## config.mk

```make
export PLATFORM = sky130hd
export DESIGN_NAME = nlfsr_keygen
export DESIGN_NICKNAME = d
export VERILOG_FILES = /design/src/rtl/nlfsr_pkg.sv /design/src/rtl/nlfsr_ctrl.sv /design/src/rtl/nlfsr_datapath.sv /design/src/rtl/nlfsr_keygen.sv
export SDC_FILE = /design/constraint.sdc
export NUM_CORES = 1
export LEC_CHECK = 0
export BUFFER_PORTS_ARGS = -buffer_cell sky130_fd_sc_hd__buf_2
export CORE_ASPECT_RATIO = 2
export CORE_MARGIN = 3
export CORE_UTILIZATION = 54
export DETAILED_ROUTE_END_ITERATION = 10
export HOLD_SLACK_MARGIN = 0.05
export PLACE_DENSITY_LB_ADDON = 0.3
export SYNTH_ARGS = -nofsm -noshare
export SYNTH_HDL_FRONTEND = slang
export SYNTH_SLANG_ARGS = --single-unit
```

## constraint.sdc

```tcl
create_clock -name clk -period 1.9 [get_ports clk]
set_input_delay 0.38 -clock clk [delete_from_list [all_inputs] [get_ports clk]]
set_output_delay 0.38 -clock clk [all_outputs]
set_load 0.05 [all_outputs]
```

## src/rtl/nlfsr_pkg.sv

```systemverilog
package nlfsr_pkg;

  // Strobes from control to datapath
  typedef struct packed {
    logic takeManual;  // head stage loads the manual bit
    logic injectOne;   // head stage forced to 1 (lock-up guard)
    logic bypassMid;   // middle stage copies its bypass source
  } ctrl_t;

  localparam int OBS_W = 8;

endpackage

```

## src/rtl/nlfsr_ctrl.sv

```systemverilog
module nlfsr_ctrl
  import nlfsr_pkg::*;
(
  input  logic  loadSel,
  input  logic  allZero,
  output ctrl_t strobe
);

  always_comb begin
    strobe            = '0;
    strobe.takeManual = loadSel;
    strobe.bypassMid  = loadSel;
    // guard only in run mode so a zeroize can complete
    strobe.injectOne  = !loadSel && allZero;
  end

endmodule

```

## src/rtl/nlfsr_datapath.sv

```systemverilog
module nlfsr_datapath
  import nlfsr_pkg::*;
#(
  parameter int STAGES     = 177,
  parameter int MID_DST    = 93,
  parameter int MID_AND_A  = 90,
  parameter int MID_AND_B  = 91,
  parameter int MID_LIN    = 65,
  parameter int MID_FAR    = 170,
  parameter int MID_BYPASS = 91,
  parameter int HEAD_AND_A = 174,
  parameter int HEAD_AND_B = 175,
  parameter int HEAD_LIN   = 161,
  parameter int HEAD_FAR   = 68
) (
  input  logic              clk,
  input  logic              rstN,
  input  ctrl_t             strobe,
  input  logic              manualBit,
  output logic              allZero,
  output logic [STAGES-1:0] stateQ,
  output logic [OBS_W-1:0]  obsBus
);

  localparam int LAST     = STAGES - 1;
  localparam int MID_PREV = MID_DST - 1;

  logic [STAGES-1:0] stateD;
  logic headTerm;
  logic headFb;
  logic midFb;
  logic headIn;
  logic midIn;
  logic keyBit;

  assign allZero = ~|stateQ;

  always_comb begin
    headTerm = (stateQ[HEAD_AND_A] & stateQ[HEAD_AND_B]) ^ stateQ[HEAD_LIN] ^ stateQ[LAST];
    headFb   = headTerm ^ stateQ[HEAD_FAR];
    midFb    = (stateQ[MID_AND_A] & stateQ[MID_AND_B]) ^ stateQ[MID_LIN]
               ^ stateQ[MID_PREV] ^ stateQ[MID_FAR];
    keyBit   = stateQ[MID_LIN] ^ stateQ[MID_PREV] ^ stateQ[HEAD_LIN] ^ stateQ[LAST];
  end

  always_comb begin
    if (strobe.takeManual)     headIn = manualBit;
    else if (strobe.injectOne) headIn = 1'b1;
    else                       headIn = headFb;
    midIn = strobe.bypassMid ? stateQ[MID_BYPASS] : midFb;
  end

  // shift line with two injection points
  always_comb begin
    stateD          = {stateQ[LAST-1:0], headIn};
    stateD[MID_DST] = midIn;
  end

  always_ff @(posedge clk) begin
    if (!rstN) stateQ <= '0;
    else       stateQ <= stateD;
  end

  always_comb begin
    obsBus    = '0;
    obsBus[0] = headIn;
    obsBus[1] = stateQ[HEAD_FAR];
    obsBus[2] = headTerm;
    obsBus[3] = stateQ[MID_LIN];
    obsBus[4] = stateQ[MID_PREV];
    obsBus[5] = stateQ[HEAD_LIN];
    obsBus[6] = stateQ[LAST];
    obsBus[7] = keyBit;
  end

endmodule

```

## src/rtl/nlfsr_keygen.sv

```systemverilog
module nlfsr_keygen
  import nlfsr_pkg::*;
#(
  parameter int STAGES     = 177,
  parameter int MID_DST    = 93,
  parameter int MID_AND_A  = 90,
  parameter int MID_AND_B  = 91,
  parameter int MID_LIN    = 65,
  parameter int MID_FAR    = 170,
  parameter int MID_BYPASS = 91,
  parameter int HEAD_AND_A = 174,
  parameter int HEAD_AND_B = 175,
  parameter int HEAD_LIN   = 161,
  parameter int HEAD_FAR   = 68
) (
  input  logic             clk,
  input  logic             rstN,
  input  logic             loadSel,
  input  logic             manualBit,
  output logic [OBS_W-1:0] obsBus
);

  ctrl_t             strobe;
  logic              allZero;
  logic [STAGES-1:0] regState;

  nlfsr_ctrl u_ctrl (
    .loadSel (loadSel),
    .allZero (allZero),
    .strobe  (strobe)
  );

  nlfsr_datapath #(
    .STAGES(STAGES), .MID_DST(MID_DST), .MID_AND_A(MID_AND_A),
    .MID_AND_B(MID_AND_B), .MID_LIN(MID_LIN), .MID_FAR(MID_FAR),
    .MID_BYPASS(MID_BYPASS), .HEAD_AND_A(HEAD_AND_A), .HEAD_AND_B(HEAD_AND_B),
    .HEAD_LIN(HEAD_LIN), .HEAD_FAR(HEAD_FAR)
  ) u_dp (
    .clk       (clk),
    .rstN      (rstN),
    .strobe    (strobe),
    .manualBit (manualBit),
    .allZero   (allZero),
    .stateQ    (regState),
    .obsBus    (obsBus)
  );

endmodule

```

==> metrics.md, run 1 <==
| Metric | Value |
|---|---|
| Status | `finished, violations left` |
| Violated checks | `negative setup slack` |
| Root Buffer | `clkbuf_16` |
| Hold/Removal Path Class | `in -> reg` |
| Ant diodes | `0` |
| Leakage power | `2.726 nW` |
| Synth top area share | `0.6657` |
| Vias in the first global route | `3,181` |
| Post-CTS setup buffers | `0` |
| Register bit total from synthesis | `177` |
| Dominant cells by area after synthesis | `dfxtp_1 67%, and2_1 20%, nor4_1 4.7%` |
| Filler Cells Inserted | `707` |
| Clock buffer depth | `2` |
| Final Worst Setup Slack | `-0.7614 ns` |
| Busiest grt layer | `met2` |
| Post-Syn Instances | `459` |
| CP startpoint kind | `flip-flop` |
| Synth unique cells | `25` |
| DRC | `0` |
| Clock skew | `0.007905 ns` |
| Sw power | `1.516 mW` |
| First-pass GRT wire length | `15,420 um` |
| Final hold slack | `0.3555 ns` |
| Number of synthesized flops with an enable pin | `0` |
| Reg with most FFs | `u_dp.stateQ` |
| Place WS | `-0.4780 ns` |
| Overall Power | `7.169 mW` |
| Top_reg_cell synth | `dfxtp_1` |
| Number of DRC markers in iteration 0 | `102` |
| Largest registers | `u_dp.stateQ (177)` |
| Comb pwr share | `0.017` |
| Crit end category | `primary output` |
| Final wirelength | `9143 um` |
| Arrival time at the worst endpoint | `2.28 ns` |
| Max-cap violations | `0` |
| CP max-delay cell | `or4_4` |
| Crit path capture | `obsBus[0]` |
| Total CTS buffers | `17` |
| Reg2reg start | `u_dp.stateQ[67]` |
| Die ar. | `0.01116 mm^2` |
| Setup violations, final | `1` |
| Data required time of the worst path | `1.52 ns` |
| Switching fraction of total power | `0.2115` |
| Internal | `5.653 mW` |
| Area of the multi-input gates | `0.001763 mm^2` |
| Syn Nets | `463` |
| Syn-to-layout area delta | `19.63%` |
| DRT Pass-1 Iters | `4` |
| Final Wtd Congestion | `0.7260` |
| Clock share of power | `0.465` |
| Cell count of the worst reg-to-reg path | `7` |
| Post-layout net count | `494` |
| Seq/Total Area, Yosys | `0.6657` |
| Pwr dens | `1126 mW/mm^2` |
| GR Util met1 | `0.1974` |
| CTS tree | `built` |
| Worst ir drop on vdd | `984.6 uV` |
| Critical path type | `reg -> out` |
| Largest net degree at the start of global routing | `54` |
| HPWL Detailed | `5915 um` |
| Hold path cells | `3` |
| Drt wl/cell | `14.44 um` |
| Yosys top cell by area | `dfxtp_1` |
| DRT antenna net count | `0` |
| Grt total ovfl | `0` |
| Mean Syn Cell Area | `11.60 um^2` |
| Slew @ Worst Pin | `0.4218 ns` |
| Die height | `146.4 um` |
| Clk_lat worst skew | `0.42 ns` |
| Max reg flops | `177` |
| M2 GR Usage | `0.3122` |
| Initial antenna violation count | `0` |
| Count of input and output buffers | `11` |
| Critical path origin | `u_dp.stateQ[135]` |
| H-tree depth | `4` |
| Clock sink total | `177` |
| Crit-path max cell delay | `0.53 ns` |
| Post-layout min period | `2.661 ns` |
| Avg Vias per Cell | `4.886` |
| Layout cells sized above 1 | `0.1909` |
| Fin. Hold Viols | `0` |
| # hold bufs at CTS | `0` |
| Critical path's top delay family | `simple AND/OR/NAND/NOR gates` |
| RSZ-0062 raised after global routing | `true` |
| Fin crit share | `1.401` |
| Worst-path fanout max | `2` |
| Post-route setup TNS | `-0.7614 ns` |
| Met3 Usage GRT | `0.05802` |
| Ys async rst share | `0` |
| Slew margin rel. | `0.7188` |
| Slew Viols, Final | `0` |
| R2r endpoint | `u_dp.stateQ[0]` |
| Reg2Reg Setup Slack | `0.08 ns` |
| Via count | `3,093` |
| Top cell by count, worst path | `or4_4` |
| FF/Latch Area | `0.003553 mm^2` |
| Reg power frac | `0.519` |
| Num ports | `12` |
| Buf/Inv on CP | `1` |
| Syn Std Cell Area | `0.005323 mm^2` |
| Worst path cell trace | `or4_4 -> nor2_2 -> nand3_1 -> or4_4 -> o31ai_4 -> buf_6` |
| Die Wd | `76.20 um` |
| Max frequency | `375.7 MHz` |
| CP Depth | `6` |
| Initial Util | `0.5597` |
| Clock-pin slew on the worst setup and hold paths | `0.06 ns` |
| Total GRT Usage | `0.1778` |
| Site Rows | `50` |
| Total core area | `0.009509 mm^2` |
| Synth warnings | `0` |
cells by family after synthesis:
logic type                share of synthesized area
buffers and inverters                       0.02539
xor gates and xnor gates                    0.01246
and+or+nand+nor                              0.2898
AOI/OAI and AO/OA                          0.006581
DFF                                          0.6657
Yosys cell counts (3+ instances only):
| master | instances |
|---|---|
| nand2_1 | 3 |
| nor4_1 | 40 |
| dfxtp_1 | 177 |
| buf_4 | 8 |
| clkbuf_1 | 19 |
| nand4_1 | 8 |
| nand3_1 | 5 |
| and2_1 | 174 |
| xor2_1 | 3 |
| or4_1 | 4 |
tightest hold or removal path, cell delays in order:
cell,delay [ns]
buf_2,0.12
a21oi_1,0.07
a21boi_1,0.15
cells in the final DEF (no fill, tap or decap), types with 2 or more instances in the layout:
cell | synthesis | routed
clkinv_4 | 0 | 4
nor4_2 | 1 | 10
dfxtp_2 | 0 | 2
nand2_1 | 3 | 3
dfxtp_1 | 177 | 173
nor4_1 | 40 | 31
buf_12 | 0 | 2
dfxtp_4 | 0 | 2
inv_6 | 0 | 4
clkinvlp_4 | 0 | 3
nand3_1 | 5 | 4
and2_1 | 174 | 174
buf_2 | 0 | 7
clkbuf_8 | 0 | 2
or4_4 | 0 | 2
or4_1 | 4 | 2
buf_4 | 8 | 29
clkbuf_16 | 0 | 17
nand4_1 | 8 | 8
final cells by class:
cell class	count	share of cell area
clock inverters	13	0.02004
well taps	130	0.02555
clock buffers	19	0.07113
flip-flops and latches	177	0.5581
multi-input cells	254	0.2769
inverters	1	0.0005895
repair buffers	39	0.04775
how the worst min path moves through the flow:
stage                      from          endpoint  slack (ns)
3_3_place_gp    u_dp.stateQ[10]   u_dp.stateQ[11]        0.43
4_1_cts                 loadSel   u_dp.stateQ[93]        0.34
3_5_place_dp   u_dp.stateQ[141]  u_dp.stateQ[142]        0.44
5_1_grt                 loadSel   u_dp.stateQ[93]        0.34
2_1_floorplan   u_dp.stateQ[10]   u_dp.stateQ[11]        0.42
6_report                loadSel   u_dp.stateQ[93]        0.36
routing by layer:
layer | share of wire | routed length (um) | vias to the layer above
li1 | - | - | 1559
met1 | 0.41 | 3719 | 1483
met2 | 0.55 | 4986 | 38
met3 | 0.028 | 258 | 13
met4 | 0.019 | 178 | 0
met5 | 0 | 0 | -
power by group through the flow:
stage               clock network, mW  logic, mW  registers [mW]
detailed placement                  0      0.105            3.80
global placement                    0      0.102            3.80
CTS                              3.39      0.116            3.72
finish                           3.33      0.118            3.72
global route                     3.56      0.132            3.71
floorplan                           0     0.0703            3.80
per-stage QoR:
step                      utilization  cell area [um^2]  std cells
after floorplan                     -              5323        459
after global placement         0.5938              5647        601
after detailed placement       0.5938              5647        601
after CTS                      0.6624              6299        633
after global routing           0.6696              6367        633
final                          0.6696              6367        633
what timing repair did:
action / 4_1_cts / 5_1_grt
endpoints found under the setup margin: 4 / 4
resized for setup: 15 / 14
pin swaps: 2 / 6
gates cloned: 0 / 0
hold endpoints to repair: 0 / 0
Power figures use the tool's default switching activity.
==> run 2: changes to the inputs <==
Settings changed: BUFFER_PORTS_ARGS -buffer_cell sky130_fd_sc_hd__buf_2 to default, CORE_UTILIZATION 54 to 55, DONT_BUFFER_PORTS from default to 1, SETUP_SLACK_MARGIN from default to 0.15.
==> run 2 against run 1 <==
  * The run still ends with negative setup slack left
  * First-iteration DRC count fell by 2.0%
  * Sequential cell count did not move
  * Final area fell by 1.7%
  * Core utilization fell by 0.29 points
==> metrics.md, run 2 (synthesis gave the netlist of run 1 again) <==
| Metric | Value |
|---|---|
| H-tree depth | `4 (unchanged)` |
| Site Rows | `50 (unchanged)` |
| Initial antenna violation count | `0 (unchanged)` |
| Crit-path max cell delay | `0.51 ns (-0.02 ns)` |
| Slew Viols, Final | `0 (unchanged)` |
| Num ports | `12 (unchanged)` |
| Clock-pin slew on the worst setup and hold paths | `0.07 ns (about the same)` |
| Largest net degree at the start of global routing | `179 (+230%)` |
| Leakage power | `2.681 nW (-1.7%)` |
| Total GRT Usage | `0.1816 (+0.003736)` |
| Max reg flops | `177 (unchanged)` |
| Setup violations, final | `2 (+1)` |
| Fin. Hold Viols | `0 (unchanged)` |
| Place WS | `-0.4233 ns (+0.05466 ns)` |
| DRT antenna net count | `0 (unchanged)` |
| DRC | `0 (unchanged)` |
| Hold_sp | `rstN` |
| Avg Vias per Cell | `5.109 (+4.5%)` |
| Hold path cells | `1 (-2)` |
| Pwr dens | `1135 mW/mm^2 (+0.80%)` |
| Worst-path fanout max | `2 (unchanged)` |
| Crit end category | `primary output` |
| Hold/Removal Path Class | `in -> reg` |
| CTS tree | `built` |
| Root Buffer | `clkbuf_16` |
| Count of input and output buffers | `0 (-11)` |
| CP startpoint kind | `flip-flop` |
| Cell count of the worst reg-to-reg path | `5 (-2)` |
| Slew @ Worst Pin | `0.3931 ns (-0.02862 ns)` |
| Final instance area | `0.006256 mm^2 (-1.7%)` |
| Reg2Reg Setup Slack | `0.15 ns (+0.07 ns)` |
| Status | `finished, violations left` |
| Final wirelength | `9012 um (-1.4%)` |
| Post-layout min period | `2.673 ns (+0.01169 ns)` |
| Fin crit share | `1.407 (+0.006151)` |
| Clock sink total | `177 (unchanged)` |
| Final Worst Setup Slack | `-0.7731 ns (-0.01169 ns)` |
| Initial Util | `0.5672 (+0.007463)` |
| Vias in the first global route | `3,283 (+3.2%)` |
| Most common cell after layout, fill and taps aside | `and2_1` |
| Violated checks | `negative setup slack` |
| Placed cell areas | `0.005552 mm^2 (-1.7%)` |
| Filler Cells Inserted | `706 (-0.14%)` |
| Critical path type | `reg -> out` |
| Grt total ovfl | `0 (unchanged)` |
| R2r endpoint | `u_dp.stateQ[0]` |
| Buf/Inv on CP | `1 (unchanged)` |
| Total CTS buffers | `17 (unchanged)` |
| First-pass GRT wire length | `14,980 um (-2.9%)` |
| Die height | `145.1 um (-0.88%)` |
| Hold endpoint | `u_dp.stateQ[148]` |
| Data required time of the worst path | `1.52 ns (about the same)` |
| Worst ir drop on vdd | `916.1 uV (-7.0%)` |
| Syn-to-layout area delta | `17.54%` |
| CP max-delay cell | `or4_1` |
| DRT Pass-1 Iters | `4 (unchanged)` |
| Reg with most FFs | `u_dp.stateQ` |
| Clock skew | `0.007694 ns (-0.0002103 ns)` |
| Clk_lat worst skew | `0.42 ns (about the same)` |
| Drt wl/cell | `15.05 um (+4.2%)` |
| Via count | `3,060 (-1.1%)` |
| Number of DRC markers in iteration 0 | `100 (-2.0%)` |
| Ant diodes | `0 (unchanged)` |
| Total core area | `0.009384 mm^2 (-1.3%)` |
| Worst path cell trace | `or4_1 -> nor2_1 -> nand3_1 -> or4_4 -> o31ai_4 -> buf_6` |
| Final Wtd Congestion | `0.7680 (+5.8%)` |
| Max-cap violations | `0 (unchanged)` |
| RSZ-0062 raised after global routing | `true` |
| Critical path's top delay family | `simple AND/OR/NAND/NOR gates` |
| Clock buffer depth | `2 (unchanged)` |
| Commonest cells after routing, fill and taps aside | `174 x and2_1, 173 x dfxtp_1, 35 x nor4_1, 25 x buf_4, 17 x clkbuf_16` |
| Layout cells sized above 1 | `0.1636 (-0.02722)` |
| Max frequency | `374.1 MHz (-0.44%)` |
| Die ar. | `0.01097 mm^2 (-1.7%)` |
| Post-layout net count | `486 (-1.6%)` |
| Die Wd | `75.56 um (-0.84%)` |
| FF/Latch Area | `0.003553 mm^2 (unchanged)` |
| Area of the multi-input gates | `0.001738 mm^2 (-1.4%)` |
| Slew margin rel. | `0.7355 (+0.01666)` |
| Arrival time at the worst endpoint | `2.29 ns (about the same)` |
| HPWL Detailed | `5753 um (-2.7%)` |
| Reg2reg start | `u_dp.stateQ[135]` |
| Largest registers | `u_dp.stateQ (177)` |
==> run 2: changes by cell type in the layout (fill, tap and decap cells not counted), sizes merged <==
cell and change:
buf -8, clkbuf -2, clkinvlp -2, inv +4
==> run 2: metal layers <==
metal,track usage,vias up,share of wire
met5,0,-,0
met4,0.09370,0,0.027
met3,0.05340,22,0.028
met2,0.3037,29,0.54
met1,0.1986,1464,0.40
li1,-,1545,-
==> run 2: metrics by stage <==
step	power (mW)	hold slack, ns	setup TNS, ns	util	instances
final	7.100	0.09202	-0.8382	0.6667	599
after detailed placement	3.846	0.4356	-0.4233	0.5916	566
after CTS	7.162	0.07775	-0.9759	0.6609	599
after global routing	7.329	0.07613	-1.043	0.6667	599
after global placement	3.845	0.4263	-0.3886	0.5916	566
after floorplan	3.872	0.4205	-0.3024	-	459
==> run 2: worst max path at each step <==
stage,start,end,slack (ns),depth (start not counted)
after floorplan,u_dp.stateQ[139],obsBus[0],-0.30,6
after CTS,u_dp.stateQ[140],obsBus[0],-0.87,6
after global routing,u_dp.stateQ[59],obsBus[0],-0.89,6
final,u_dp.stateQ[135],obsBus[0],-0.77,6
after global placement,u_dp.stateQ[139],obsBus[0],-0.39,6
after detailed placement,u_dp.stateQ[139],obsBus[0],-0.42,6
==> run 2: timing repair <==
action	CTS	global route
gates resized for setup	14	10
hold buffers	0	0
setup buffers	1	0
pin swaps	5	4
setup endpoints to repair	4	4
==> run 2: area by class of cell <==
class                   instances  share of cell area
clock buffers                  17             0.06800
clock inverters                15             0.02400
inverters                       1           0.0006000
multi-input cells             254              0.2778
flip-flops and latches        177              0.5680
well taps                     104             0.02080
repair buffers                 31             0.04080
==> run 2: power by group <==
group	total [mW]	leakage (nW)	internal, mW	switching, mW
Combinational	0.0520	0.971	0.0227	0.0293
Sequential	3.72	1.43	3.71	0.00337
Clock	3.33	0.282	1.85	1.48
Total	7.10	2.68	5.58	1.52
==> run 2: worst register-to-register path, stage by stage, from the launching register on <==
cell	delay [ns]
dfxtp_1	0.31
or4_1	0.51
nor2_1	0.13
nand3_1	0.09
or4_4	0.45
o31ai_1	0.19
